### config.mk
export PLATFORM = sky130hd
export DESIGN_NAME = smb_strap_target
export DESIGN_NICKNAME = d
export VERILOG_FILES = /design/src/rtl/smbt_pkg.sv /design/src/rtl/smbt_sync.sv /design/src/rtl/smbt_events.sv /design/src/rtl/smbt_addr_lock.sv /design/src/rtl/smbt_engine.sv /design/src/rtl/smb_strap_target.sv
export SDC_FILE = /design/constraint.sdc
export NUM_CORES = 1
export LEC_CHECK = 0
export BUFFER_PORTS_ARGS = -buffer_cell sky130_fd_sc_hd__buf_4
export CAP_MARGIN = 30
export CORE_MARGIN = 2
export CORE_UTILIZATION = 45
export DETAILED_ROUTE_END_ITERATION = 10
export GPL_ROUTABILITY_DRIVEN = 1
export MAX_ROUTING_LAYER = met4
export PLACE_DENSITY = 0.62
export RECOVER_POWER = 25
export SKIP_LAST_GASP = 1
export SYNTH_ARGS = -nofsm -noshare
export SYNTH_HDL_FRONTEND = slang
export SYNTH_SLANG_ARGS = --single-unit
### constraint.sdc
create_clock -name clk -period 2.2 [get_ports clk]
set_input_delay 0.11 -clock clk [delete_from_list [all_inputs] [get_ports clk]]
set_output_delay 0.11 -clock clk [all_outputs]
set_load 0.01 [all_outputs]
### src/rtl/smbt_pkg.sv
package smbt_pkg;

  localparam int BYTE_W = 8;
  localparam int ADR_W  = BYTE_W - 1;
  localparam int CNT_W  = $clog2(BYTE_W + 2);

  localparam logic [CNT_W-1:0] CNT_LAST = CNT_W'(BYTE_W - 1);
  localparam logic [CNT_W-1:0] CNT_BYTE = CNT_W'(BYTE_W);
  localparam logic [CNT_W-1:0] CNT_ACK  = CNT_W'(BYTE_W + 1);

  typedef enum logic [2:0] {
    PH_IDLE,
    PH_ADDR,
    PH_ADR_ACK,
    PH_WR_BYTE,
    PH_WR_ACK,
    PH_RD_BYTE,
    PH_RD_ACK
  } phase_t;

  // Strap decode: the enable strap wins, otherwise select chooses.
  function automatic logic [ADR_W-1:0] pick_addr(
    input logic             en,
    input logic             sel,
    input logic [ADR_W-1:0] a_fix,
    input logic [ADR_W-1:0] a_lo,
    input logic [ADR_W-1:0] a_hi
  );
    return en ? a_fix : (sel ? a_hi : a_lo);
  endfunction

  function automatic logic addr_hit(
    input logic [ADR_W-1:0] got,
    input logic [ADR_W-1:0] want
  );
    return got == want;
  endfunction

endpackage

### src/rtl/smbt_sync.sv
module smbt_sync #(
  parameter int W      = 2,
  parameter int STAGES = 2
) (
  input  logic         clk,
  input  logic         rst_n,
  input  logic [W-1:0] raw_i,
  output logic [W-1:0] lvl_o,
  output logic [W-1:0] prev_o
);

  for (genvar g = 0; g < W; g++) begin : g_line
    logic [STAGES-1:0] pipe;

    always_ff @(posedge clk or negedge rst_n) begin
      if (!rst_n) begin
        pipe      <= '1;
        prev_o[g] <= 1'b1;
      end else begin
        pipe      <= {pipe[STAGES-2:0], raw_i[g]};
        prev_o[g] <= pipe[STAGES-1];
      end
    end

    assign lvl_o[g] = pipe[STAGES-1];
  end

endmodule

### src/rtl/smbt_events.sv
module smbt_events (
  input  logic scl,
  input  logic sda,
  input  logic scl_d,
  input  logic sda_d,
  output logic scl_rise,
  output logic scl_fall,
  output logic start_evt,
  output logic stop_evt
);

  logic scl_held_high;

  assign scl_held_high = scl & scl_d;
  assign scl_rise      = scl & ~scl_d;
  assign scl_fall      = ~scl & scl_d;
  assign start_evt     = scl_held_high & sda_d & ~sda;
  assign stop_evt      = scl_held_high & ~sda_d & sda;

endmodule

### src/rtl/smbt_addr_lock.sv
module smbt_addr_lock
  import smbt_pkg::*;
#(
  parameter logic [ADR_W-1:0] A_FIX = 7'h2E,
  parameter logic [ADR_W-1:0] A_LO  = 7'h2C,
  parameter logic [ADR_W-1:0] A_HI  = 7'h2D
) (
  input  logic             clk,
  input  logic             rst_n,
  input  logic             strap_en,
  input  logic             strap_sel,
  input  logic             lock_req,
  output logic [ADR_W-1:0] cur_addr,
  output logic             locked
);

  always_ff @(posedge clk or negedge rst_n) begin
    if (!rst_n) begin
      cur_addr <= A_FIX;
      locked   <= 1'b0;
    end else begin
      if (lock_req) begin
        locked <= 1'b1;
      end
      if (!locked && !lock_req) begin
        cur_addr <= pick_addr(strap_en, strap_sel, A_FIX, A_LO, A_HI);
      end
    end
  end

endmodule

### src/rtl/smbt_engine.sv
module smbt_engine
  import smbt_pkg::*;
(
  input  logic              clk,
  input  logic              rst_n,
  input  logic              sda_lvl,
  input  logic              scl_rise,
  input  logic              scl_fall,
  input  logic              start_evt,
  input  logic              stop_evt,
  input  logic [ADR_W-1:0]  cur_addr,
  input  logic [BYTE_W-1:0] rd_data_i,
  output logic              addr_match_o,
  output logic              sda_pull_o,
  output logic              wr_valid_o,
  output logic [BYTE_W-1:0] wr_data_o,
  output logic              rd_req_o
);

  phase_t            ph;
  logic [CNT_W-1:0]  cnt;
  logic [BYTE_W-2:0] rx;
  logic [BYTE_W-1:0] tx;
  logic              dir_rd;
  logic              hit;
  logic              mst_ack;
  logic              last_rise;
  logic              fall_byte;
  logic              fall_ack;

  assign last_rise    = scl_rise && (cnt == CNT_LAST);
  assign fall_byte    = scl_fall && (cnt == CNT_BYTE);
  assign fall_ack     = scl_fall && (cnt == CNT_ACK);
  assign addr_match_o = (ph == PH_ADDR) && last_rise && addr_hit(rx, cur_addr);

  always_ff @(posedge clk or negedge rst_n) begin
    if (!rst_n) begin
      ph         <= PH_IDLE;
      cnt        <= '0;
      rx         <= '0;
      tx         <= '0;
      dir_rd     <= 1'b0;
      hit        <= 1'b0;
      mst_ack    <= 1'b0;
      sda_pull_o <= 1'b0;
      wr_valid_o <= 1'b0;
      wr_data_o  <= '0;
      rd_req_o   <= 1'b0;
    end else begin
      wr_valid_o <= 1'b0;
      rd_req_o   <= 1'b0;
      if (start_evt) begin
        ph         <= PH_ADDR;
        cnt        <= '0;
        sda_pull_o <= 1'b0;
      end else if (stop_evt) begin
        ph         <= PH_IDLE;
        sda_pull_o <= 1'b0;
      end else begin
        case (ph)
          PH_ADDR: begin
            if (scl_rise) begin
              rx  <= {rx[BYTE_W-3:0], sda_lvl};
              cnt <= cnt + CNT_W'(1);
              if (last_rise) begin
                hit    <= addr_match_o;
                dir_rd <= sda_lvl;
              end
            end else if (fall_byte) begin
              if (hit) begin
                sda_pull_o <= 1'b1;
                ph         <= PH_ADR_ACK;
              end else begin
                ph <= PH_IDLE;
              end
            end
          end
          PH_ADR_ACK: begin
            if (scl_rise) begin
              cnt      <= CNT_ACK;
              rd_req_o <= dir_rd;
            end else if (fall_ack) begin
              cnt <= '0;
              if (dir_rd) begin
                tx         <= rd_data_i;
                sda_pull_o <= ~rd_data_i[BYTE_W-1];
                ph         <= PH_RD_BYTE;
              end else begin
                sda_pull_o <= 1'b0;
                ph         <= PH_WR_BYTE;
              end
            end
          end
          PH_WR_BYTE: begin
            if (scl_rise) begin
              rx  <= {rx[BYTE_W-3:0], sda_lvl};
              cnt <= cnt + CNT_W'(1);
              if (last_rise) begin
                wr_valid_o <= 1'b1;
                wr_data_o  <= {rx, sda_lvl};
              end
            end else if (fall_byte) begin
              sda_pull_o <= 1'b1;
              ph         <= PH_WR_ACK;
            end
          end
          PH_WR_ACK: begin
            if (scl_rise) begin
              cnt <= CNT_ACK;
            end else if (fall_ack) begin
              sda_pull_o <= 1'b0;
              cnt        <= '0;
              ph         <= PH_WR_BYTE;
            end
          end
          PH_RD_BYTE: begin
            if (scl_rise) begin
              cnt <= cnt + CNT_W'(1);
            end else if (fall_byte) begin
              sda_pull_o <= 1'b0;
              ph         <= PH_RD_ACK;
            end else if (scl_fall && cnt != '0) begin
              tx         <= tx << 1;
              sda_pull_o <= ~tx[BYTE_W-2];
            end
          end
          PH_RD_ACK: begin
            if (scl_rise) begin
              cnt      <= CNT_ACK;
              mst_ack  <= ~sda_lvl;
              rd_req_o <= ~sda_lvl;
            end else if (fall_ack) begin
              if (mst_ack) begin
                tx         <= rd_data_i;
                sda_pull_o <= ~rd_data_i[BYTE_W-1];
                cnt        <= '0;
                ph         <= PH_RD_BYTE;
              end else begin
                sda_pull_o <= 1'b0;
                ph         <= PH_IDLE;
              end
            end
          end
          default: ;
        endcase
      end
    end
  end

endmodule

### src/rtl/smb_strap_target.sv
module smb_strap_target
  import smbt_pkg::*;
#(
  parameter int               SYNC_STAGES = 2,
  parameter logic [ADR_W-1:0] ADDR_FIXED  = 7'h2E,
  parameter logic [ADR_W-1:0] ADDR_SEL_LO = 7'h2C,
  parameter logic [ADR_W-1:0] ADDR_SEL_HI = 7'h2D
) (
  input  logic              clk,
  input  logic              rst_n,
  input  logic              scl_i,
  input  logic              sda_i,
  input  logic              strap_en_i,
  input  logic              strap_sel_i,
  input  logic [BYTE_W-1:0] rd_data_i,
  output logic              sda_pull_o,
  output logic              wr_valid_o,
  output logic [BYTE_W-1:0] wr_data_o,
  output logic              rd_req_o
);

  logic [1:0]       lvl;
  logic [1:0]       prev;
  logic             scl_lvl;
  logic             sda_lvl;
  logic             scl_rise;
  logic             scl_fall;
  logic             start_evt;
  logic             stop_evt;
  logic             lock_evt;
  logic             addr_locked;
  logic [ADR_W-1:0] cur_addr;

  smbt_sync #(.W(2), .STAGES(SYNC_STAGES)) i_sync (
    .clk    (clk),
    .rst_n  (rst_n),
    .raw_i  ({sda_i, scl_i}),
    .lvl_o  (lvl),
    .prev_o (prev)
  );

  assign scl_lvl = lvl[0];
  assign sda_lvl = lvl[1];

  smbt_events i_events (
    .scl       (scl_lvl),
    .sda       (sda_lvl),
    .scl_d     (prev[0]),
    .sda_d     (prev[1]),
    .scl_rise  (scl_rise),
    .scl_fall  (scl_fall),
    .start_evt (start_evt),
    .stop_evt  (stop_evt)
  );

  smbt_addr_lock #(
    .A_FIX (ADDR_FIXED),
    .A_LO  (ADDR_SEL_LO),
    .A_HI  (ADDR_SEL_HI)
  ) i_lock (
    .clk       (clk),
    .rst_n     (rst_n),
    .strap_en  (strap_en_i),
    .strap_sel (strap_sel_i),
    .lock_req  (lock_evt),
    .cur_addr  (cur_addr),
    .locked    (addr_locked)
  );

  smbt_engine i_engine (
    .clk          (clk),
    .rst_n        (rst_n),
    .sda_lvl      (sda_lvl),
    .scl_rise     (scl_rise),
    .scl_fall     (scl_fall),
    .start_evt    (start_evt),
    .stop_evt     (stop_evt),
    .cur_addr     (cur_addr),
    .rd_data_i    (rd_data_i),
    .addr_match_o (lock_evt),
    .sda_pull_o   (sda_pull_o),
    .wr_valid_o   (wr_valid_o),
    .wr_data_o    (wr_data_o),
    .rd_req_o     (rd_req_o)
  );

endmodule

==> results of run 1 <==
-- stage by stage --
stage	util	cell area (um^2)	power (mW)	hold slack, ps	std cells
5_1_grt	0.557	2670	2.56	52.8	298
2_1_floorplan	-	2270	1.66	-186	197
4_1_cts	0.558	2670	2.42	51.2	298
6_report	0.557	2670	2.39	60.6	298
3_5_place_dp	0.529	2530	1.87	138	286
3_3_place_gp	0.529	2530	1.83	126	286
-- repair_timing --
action / in CTS / in global routing
setup endpoints to repair: 0 / 0
hold buffers: 4 / 0
hold endpoints to repair: 40 / 0
-- routing by layer --
layer / track usage / wire (um) / vias up / share of wire
met5: - / 0 / - / 0
met1: 0.211 / 1930 / 781 / 0.44
met4: 0.0833 / 48 / 0 / 0.011
met2: 0.270 / 2160 / 50 / 0.49
li1: - / - / 778 / -
met3: 0.0482 / 253 / 5 / 0.058
-- power by group through the flow --
stage | logic, mW | registers [mW] | clock network, mW
after floorplan | 0.549 | 1.11 | 0
after global placement | 0.681 | 1.15 | 0
after detailed placement | 0.710 | 1.16 | 0
after CTS | 0.718 | 1.15 | 0.551
after global routing | 0.793 | 1.17 | 0.591
final | 0.719 | 1.14 | 0.528
-- Yosys cell counts, types with 2 or more instances --
library cell and instances:
nand3_1 6, nand2b_1 3, nor2_1 11, mux2_2 13
nand3b_1 2, mux2i_1 5, mux2_4 8, nor3_1 2
nor3b_1 2, inv_1 9, buf_6 3, nand2_1 11
mux2_1 9, nand4_1 2, nor4bb_1 2, o21ai_1 5
dfrtp_1 37, o311ai_1 2, clkbuf_1 5, and3_1 3
xnor2_1 2, o21ai_0 9, o31ai_1 5, dfstp_2 7
ha_1 3, nor2b_1 4, a21oi_1 4
-- registers in the layout (all words and copies together) (netlist names) --
name,cells
i_engine.sda_pull_o,1
i_engine.wr_data_o,8
i_lock.locked,1
i_engine.rd_req_o,1
i_engine.ph,3
i_engine.tx,7
i_engine.hit,1
i_sync.prev_o,2
i_lock.cur_addr,2
i_engine.rx,7
i_sync.g_line.pipe,4
i_engine.mst_ack,1
i_engine.wr_valid_o,1
i_engine.dir_rd,1
i_engine.cnt,4
-- kinds of logic after synthesis --
| group | Yosys count | share of synthesized area |
|---|---|---|
| AO/OA/AOI/OAI | 38 | 0.114 |
| XOR/XNOR | 2 | 0.00771 |
| adder cells (fa/ha/maj) | 3 | 0.0165 |
| buffers and inverters | 18 | 0.0402 |
| flip-flops | 44 | 0.488 |
| multiplexers | 35 | 0.184 |
| AND/OR/NAND/NOR | 57 | 0.150 |
-- layout make-up --
cell class	count	area share
Sequential cell	44	0.416
Multi-Input combinational cell	135	0.402
Timing Repair Buffer	35	0.101
Tap cell	67	0.0314
Clock buffer	6	0.0310
Inverter	9	0.0127
Clock inverter	2	0.00563
-- worst min path at each step --
| stage | to | slack, ps | cells after the start | from |
|---|---|---|---|---|
| after floorplan | i_engine.cnt[0] | -190 | 0 | rst_n |
| after global placement | i_engine.cnt[3] | 130 | 1 | rst_n |
| after detailed placement | i_engine.cnt[1] | 140 | 1 | rst_n |
| after CTS | i_lock.cur_addr[0] | 50 | 3 | strap_sel_i |
| after global routing | i_lock.cur_addr[0] | 50 | 3 | strap_sel_i |
| final | i_lock.cur_addr[0] | 60 | 3 | strap_sel_i |
-- worst min-delay path, stage by stage --
cell and delay [ps]:
buf_4 110, inv_1 40, o41ai_1 60
==> impl_metrics.csv, run 1 <==
group,metric,value,unit
status,outcome,"complete, no violations",
die,pin_count,25,
power,p_sw_frac,0.334,
synthesis,synth_ff_type,"dfrtp_1",
power,static-leakage-power,1.27,nW
place,port_buffers,24,
clocking,cts_root_buffer,"clkbuf_8",
layout,area_delta_synth_final,17.3,%
grt,track_usage,0.175,
layout,n_antenna_cell,0,
grt,grt_pass1_wl,7170,um
synthesis,async_flop_share,1.00,
route,drt-wirelength-per-cell,14.7,um
grt,gr-total-overflow,0,
synthesis,synth_edf_count,0,
power,vdd_drop_max,0.364,mV
layout,mostFrequentLayoutCell,"dfrtp_1",
power,power.density,896,mW/mm^2
synthesis,syn_nets,214,
synthesis,yosys_warnings,0,
clocking,post_cts_resized,0,
clocking,cts-htree-levels,2,
route,ant_nets,0,
grt,grt_pass1_vias,1578,
synthesis,netlist_instances,197,
critical_path,timing.rr.end,"i_engine.wr_data_o[4]",
critical_path,critPathCaptureType,"register",
synthesis,synth_cell_types,50,
critical_path,crit_path_start_kind,"register",
critical_path,startpoint,"i_sync.g_line[0].pipe[1]",
critical_path,cp_max_fo,11,
timing,setup_slack,143,ps
die,core-area,0.00479,mm^2
power,p_switching,0.799,mW
die,rows,25,
clocking,path_clk_slew,80,ps
grt,antenna_found_initial,0,
timing,slew_viol_final,0,
clocking,clock_latency,300,ps
timing,finalCritPeriodShare,0.935,
critical_path,cpMaxStageDelayCell,"dfstp_1",
clocking,ctsLongestPathBuffers,2,
die,dieArea,0.00564,mm^2
clocking,post_cts.repair.setup_buffers,0,
power,clkPwrFrac,0.221,
place,hpwl,3200,um
synthesis,yosys.area.top_type,"dfrtp_1",
timing,fin_setup_tns,0,ps
clocking,clock_sink_count,44,
layout,fill_cells,413,
critical_path,crit_arrival,2250,ps
timing,rsz0062_at_grt,"false",
layout,drive_above_1_share,0.299,
critical_path,path_class,"reg2reg",
critical_path,path_buf_inv,0,
route,routed-via-count,1614,
critical_path,required,2390,ps
place,place_congestion,1.02,
synthesis,ys_seq_area_frac,0.488,
die,initial_core_util,0.475,
critical_path,r2r_setup_slack,140,ps
route,drt-total-wl,4390,um
route,drt_iter0_drc,131,
synthesis,synth-seq-cells,44,
synthesis,syn_area_per_cell,11.5,um^2
grt,grt_max_degree,45,
clocking,cts_tree,"done",
critical_path,cp_top_family,"simple AND/OR/NAND/NOR gates",
power,p_comb_frac,0.301,
critical_path,cpPeakStageDelay,690,ps
timing,relSlewSlack,0.293,
layout,layout_common_cells,"dfrtp_1 (37), buf_4 (28), mux2_2 (13)",
synthesis,synth_area_leaders,"dfrtp_1 (41%), dfstp_2 (8.1%), mux2_2 (6.4%), mux2_4 (5.3%), mux2_1 (4.5%)",
timing,worst_pin_slew,1060,ps
clocking,cts_buffers,5,
route,via_per_inst,5.42,
synthesis,synth_top_area_frac,0.407,
synthesis,synth_area,0.00227,mm^2
timing,period_needed,2060,ps
critical_path,critical_path.cell_chain,"and4bb_1 > nand4b_4 > or2_1 > mux2_4",
die,fp.dieH,75.1,um
die,die_width,75.1,um
timing,fin_skew,8.73,ps
route,drc,0,
place,pre_cts_slack,223,ps
route,first_pass_iters,4,
min_path,hp-class,"in2reg",
timing,setup_viol,0,
run,drv_cap,0,
layout,finish.net_count,247,
critical_path,rr_startpoint,"i_sync.g_line[0].pipe[1]",
critical_path,path_depth,4,
critical_path,r2r_cells,4,
layout,seq_area,0.00111,mm^2
power,intPower,1.59,mW
layout,multiInputGateArea,0.00107,mm^2
power,power_frac_seq,0.478,
timing,max_freq,486,MHz
critical_path,endpoint,"i_engine.wr_data_o[4]",
timing,finalHoldViolations,0,
No activity file was read; power rests on OpenSTA's default activity.
==> run 2, diff against run 1 <==
Settings changed: ABC_CLOCK_PERIOD_IN_PS set to 1800, CTS_CLUSTER_SIZE set to 8, PLACE_DENSITY 0.62 to 0.64.
Clock period 2.2 ns to 1.8 ns, I/O delays scaled along.
==> impl_metrics.csv, run 2 (synthesis results as in run 1) <==
group,metric,value,unit
grt,grt_pass1_wl,8340,um
layout,area_delta_synth_final,29.4,%
grt,gr-total-overflow,0,
timing,relSlewSlack,0.281,
route,drt-wirelength-per-cell,16.0,um
timing,setup_slack,-11.1,ps
timing,finalHoldViolations,0,
place,hpwl,3570,um
timing,fin_skew,4.54,ps
grt,track_usage,0.203,
route,via_per_inst,5.50,
clocking,cts_buffers,5,
route,drt_iter0_drc,96,
power,static-leakage-power,1.42,nW
status,failed_checks,"setup timing",
min_path,hp-class,"in2reg",
run,drv_cap,0,
timing,fin_setup_tns,-11.9,ps
layout,largest_reg_flops,8,
status,outcome,"finished with violations",
die,core-area,0.00479,mm^2
layout,layout_common_cells,"buf_4 (50), dfrtp_1 (37), mux2_2 (13)",
layout,drive_above_1_share,0.424,
power,vdd_drop_max,0.543,mV
critical_path,required,1990,ps
timing,max_freq,552,MHz
timing,slew_viol_final,0,
critical_path,crit_arrival,2000,ps
critical_path,crit_path_start_kind,"register",
layout,finish.net_count,271,
layout,max_flop_register,"i_engine.wr_data_o",
timing,period_needed,1810,ps
clocking,cts_root_buffer,"clkbuf_8",
clocking,ctsLongestPathBuffers,2,
clocking,cts_tree,"done",
grt,grt_max_degree,45,
route,ant_nets,0,
timing,rsz0062_at_grt,"true",
grt,grt_pass1_vias,1803,
clocking,clock_sink_count,44,
route,routed-via-count,1772,
critical_path,cp_max_fo,4,
route,drt-total-wl,5160,um
die,pin_count,25,
clocking,path_clk_slew,90,ps
power,power,3.35,mW
power,power.density,1140,mW/mm^2
route,drc,0,
grt,antenna_found_initial,0,
place,place_congestion,0.959,
critical_path,path_class,"reg2reg",
layout,reg_top3,"i_engine.wr_data_o x8, i_engine.rx x7, i_engine.tx x7",
die,dieArea,0.00564,mm^2
place,port_buffers,24,
die,die_width,75.1,um
clocking,clock_latency,300,ps
die,fp.dieH,75.1,um
critical_path,critPathCaptureType,"register",
die,rows,25,
timing,worst_pin_slew,1080,ps
timing,setup_viol,2,
layout,mostFrequentLayoutCell,"buf_4",
timing,finalCritPeriodShare,1.01,
die,initial_core_util,0.475,
clocking,cts-htree-levels,2,
layout,n_antenna_cell,0,
route,first_pass_iters,4,
==> run 2: cell types whose count changed in the layout (fill, tap and decap cells not counted), moves of 2 or more <==
cell | before | now
nor4bb_1 | 2 | 0
buf_6 | 0 | 2
dfstp_2 | 5 | 7
dfstp_1 | 2 | 0
buf_4 | 28 | 50
==> run 2: cell type report <==
type	count	area, um^2
inverter	9	33.8
sequential	44	1110
clock buffer	5	68.8
tap	67	83.8
clock inverter	3	46.3
multi-input combinational	135	1140
fill	401	1840
timing repair buffer	59	458
==> run 2: final timing paths <==
check                                         startpoint                  endpoint  cells past startpoint  slack [ps]
worst max register to register           i_engine.cnt[1]           i_engine.cnt[0]                      9         -10
min in group asynchronous                          rst_n           i_engine.cnt[0]                      2         500
worst max-delay path                     i_engine.cnt[1]           i_engine.cnt[0]                      9         -10
worst min-delay path                         strap_sel_i        i_lock.cur_addr[0]                      3          30
max in group asynchronous                          rst_n            i_engine.tx[5]                      2         630
worst min register to register  i_sync.g_line[0].pipe[0]  i_sync.g_line[0].pipe[1]                      0         360
==> run 2: report_power, final <==
part / internal, mW / switching (mW) / total (mW)
sequential: 1.21 / 0.154 / 1.36
combinational: 0.609 / 0.589 / 1.20
clock: 0.418 / 0.371 / 0.789
==> run 2: metrics by stage <==
step / hold WS [ps] / setup WS (ps) / utilization / std cells / instance area [um^2]
global route: 30.9 / -84.6 / 0.615 / 322 / 2940
floorplan: -206 / -51.7 / - / 197 / 2280
CTS: 29.9 / -2.95 / 0.602 / 321 / 2880
global placement: 104 / -27.9 / 0.561 / 306 / 2680
finish: 32.7 / -11.1 / 0.615 / 322 / 2940
detailed placement: 116 / -50.3 / 0.561 / 306 / 2680
==> run 2: metal layers <==
| layer | track usage | vias to the layer above | routed length, um |
|---|---|---|---|
| li1 | - | 829 | - |
| met5 | - | - | 0 |
| met1 | 0.258 | 852 | 2300 |
| met4 | 0.0853 | 0 | 125 |
| met3 | 0.0442 | 14 | 266 |
| met2 | 0.313 | 77 | 2470 |
==> run 2: what timing repair did <==
item / in CTS / in global routing
buffers inserted: 3 / 1
endpoints found under the setup margin: 17 / 14
gates resized for setup: 6 / 12
hold buffers: 4 / 0
pin swaps: 1 / 8
hold endpoints to repair: 40 / 0
==> run 2: critical path: stages, from the launching register on <==
cell and delay [ps]:
dfrtp_1 410, inv_2 80, ha_2 200, nand2b_4 60, buf_4 140, nor3_1 210, o221ai_2 150, buf_4 170
a22oi_1 190, o21ai_1 90
==> run 3, diff against run 2 <==
Settings changed: ABC_AREA set to 1, REMOVE_ABC_BUFFERS set to 1.
==> impl_metrics.csv, run 3 <==
group,metric,value,unit
place,hpwl,3900,um
layout,fill_cells,505,
layout,n_antenna_cell,0,
synthesis,synth-seq-cells,44,
critical_path,cpMaxStageDelayCell,"dfstp_2",
critical_path,timing.rr.end,"i_engine.ph[1]",
timing,slew_viol_final,0,
die,pin_count,25,
critical_path,crit_arrival,1890,ps
route,first_pass_iters,5,
place,port_buffers,24,
die,rows,26,
timing,max_freq,586,MHz
layout,drive_above_1_share,0.244,
clocking,path_clk_slew,80,ps
grt,top_usage_layer,"met2",
clocking,clock_latency,300,ps
route,drt-total-wl,5370,um
clocking,cts_buffers,5,
critical_path,crit_path_start_kind,"register",
min_path,hp-start,"strap_en_i",
grt,grt_pass1_vias,2011,
grt,grt_pass1_wl,9400,um
layout,multiInputGateArea,0.00113,mm^2
layout,reg_top3,"i_engine.wr_data_o x8, i_engine.rx x7, i_engine.tx x7",
power,static-leakage-power,1.52,nW
synthesis,synth_cell_types,31,
synthesis,synth_ff_type,"dfrtp_1",
timing,worst_pin_slew,1080,ps
layout,seq_area,0.00111,mm^2
grt,grt_use_met3,0.0365,
route,drc,0,
place,dpl.cell_count,406,
min_path,holdPathEnd,"i_lock.cur_addr[0]",
route,drt_iter0_drc,190,
critical_path,rr_startpoint,"i_sync.g_line[1].pipe[1]",
synthesis,synthTopCellsByCount,"nand2_1 (97), dfrtp_1 (37), inv_1 (29)",
route,ant_nets,0,
synthesis,yosys.area.top_type,"dfrtp_1",
timing,finalHoldViolations,0,
critical_path,cp_top_family,"simple AND/OR/NAND/NOR gates",
layout,mostFrequentLayoutCell,"nand2_1",
place,pre_cts_slack,29.1,ps
synthesis,synth_top_area_frac,0.387,
status,outcome,"complete, no violations",
layout,final_util,0.570,
timing,finalCritPeriodShare,0.948,
grt,gr-total-overflow,0,
layout,area_delta_synth_final,21.8,%
route,routed-via-count,2115,
layout,largest_reg_flops,8,
critical_path,required,1980,ps
layout,fin_cells,422,
critical_path,cpPeakStageDelay,560,ps
synthesis,ys_seq_area_frac,0.464,
grt,antenna_found_initial,0,
synthesis,yosys_warnings,0,
critical_path,r2r_setup_slack,90,ps
timing,fin_skew,6.22,ps
grt,met1_usage,0.278,
die,fp.dieH,76.9,um
synthesis,synth_area_leaders,"dfrtp_1 (39%), nand2_1 (15%), dfstp_2 (7.7%), o21ai_0 (4.6%), inv_1 (4.6%)",
clocking,cts-htree-levels,2,
route,via_per_inst,5.01,
clocking,cts_root_buffer,"clkbuf_8",
synthesis,yosysMostFrequentCell,"nand2_1",
critical_path,critical_path.cell_chain,"inv_1 > nand2_1 > nor2_1 > nor2_2 > nand2_1 > o21ai_0 > nor2_1 > nand3_1 > nand2_1",
clocking,cts_tree,"done",
critical_path,path_depth,9,
synthesis,synth_area,0.00239,mm^2
critical_path,path_class,"reg2reg",
synthesis,syn_area_per_cell,7.76,um^2
grt,track_usage,0.204,
die,initial_core_util,0.468,
layout,layout_common_cells,"nand2_1 (95), dfrtp_1 (35), buf_4 (34)",
critical_path,cp_max_fo,8,
power,power.density,739,mW/mm^2
timing,setup_slack,92.8,ps
die,dieArea,0.00591,mm^2
power,vdd_drop_max,0.569,mV
timing,relSlewSlack,0.280,
clocking,ctsLongestPathBuffers,2,
place,place_congestion,1.00,
timing,setup_viol,0,
grt,grt_max_degree,45,
die,die_width,76.9,um
power,power,2.15,mW
die,core-area,0.00511,mm^2
grt,grt_use_met2,0.307,
critical_path,cp_common_cell,"nand2_1",
synthesis,netlist_instances,308,
clocking,clock_sink_count,44,
critical_path,critPathCaptureType,"register",
synthesis,synth_edf_count,0,
route,drt-wirelength-per-cell,12.7,um
min_path,hp-class,"in2reg",
critical_path,r2r_cells,9,
critical_path,path_buf_inv,1,
min_path,hold_depth,4,
layout,max_flop_register,"i_engine.wr_data_o",
layout,finish.net_count,368,
run,drv_cap,0,
timing,period_needed,1710,ps
synthesis,async_flop_share,1.00,
## run 3: changes by cell type after synthesis, moves of 5 or more
| cell | delta |
|---|---|
| inv_1 | +20 |
| inv_2 | +6 |
| mux2_1 | -9 |
| mux2_2 | -13 |
| mux2_4 | -8 |
| nand2_1 | +86 |
| nand3_1 | +13 |
| nor2_1 | +15 |
| o21ai_0 | +13 |
| o21ai_1 | +5 |
| o21ai_2 | +7 |
| o31ai_1 | -5 |
## run 3: routing by layer
layer / vias to the layer above / wire, um
li1: 1083 / -
met1: 968 / 2560
met2: 53 / 2470
met3: 11 / 237
met4: 0 / 104
met5: - / 0
## run 3: cell type report
| cell class | instances | area share |
|---|---|---|
| Multi-Input combinational cell | 222 | 0.388 |
| Sequential cell | 44 | 0.382 |
| Timing Repair Buffer | 43 | 0.122 |
| Inverter | 35 | 0.0460 |
| Tap cell | 70 | 0.0301 |
| Clock buffer | 7 | 0.0296 |
| Clock inverter | 1 | 0.00258 |
## run 3: cell families after synthesis
family / count (synthesis) / share of synthesized area
AOI/OAI and AO/OA: 46 / 0.114
xor gates and xnor gates: 2 / 0.00733
adders and majority gates: 3 / 0.0157
buffers and inverters: 42 / 0.0727
DFF: 44 / 0.464
muxes: 6 / 0.0251
and+or+nand+nor: 165 / 0.301
## run 3: worst max path at each step
stage	slack [ps]	startpoint	endpoint
after floorplan	-120	i_engine.ph[1]	i_engine.tx[0]
after global routing	-30	i_sync.g_line[0].pipe[1]	i_lock.cur_addr[1]
after detailed placement	30	i_sync.g_line[0].pipe[1]	i_engine.wr_data_o[3]
after CTS	20	i_sync.g_line[0].pipe[1]	i_engine.wr_data_o[3]
after global placement	20	i_sync.g_line[0].pipe[1]	i_engine.wr_data_o[2]
final	90	i_sync.g_line[1].pipe[1]	i_engine.ph[1]
## run 3: worst reg2reg max path: stages (launching register included)
cell and delay [ps]:
dfstp_2 560, inv_1 90, nand2_1 70, nor2_1 40, nor2_2 310, nand2_1 170
o21ai_0 110, nor2_1 80, nand3_1 100, nand2_1 70
## run 3: report_power, final
part / switching (mW) / internal, mW
Clock: 0.320 / 0.312
Sequential: 0.0705 / 1.06
Combinational: 0.239 / 0.150
Total: 0.630 / 1.52
## run 3: repair_timing
item	CTS	global route
hold endpoints to repair	40	0
buffers inserted	0	4
resized for setup	0	13
endpoints found under the setup margin	0	25
hold buffers	4	0
## run 3: through the flow
step	setup TNS [ps]	instance area (um^2)	hold WS, ps
5_1_grt	-53.2	2910	57.4
4_1_cts	0	2860	26.6
3_5_place_dp	0	2720	123
3_3_place_gp	0	2720	123
2_1_floorplan	-871	2350	-206
6_report	0	2910	36.1
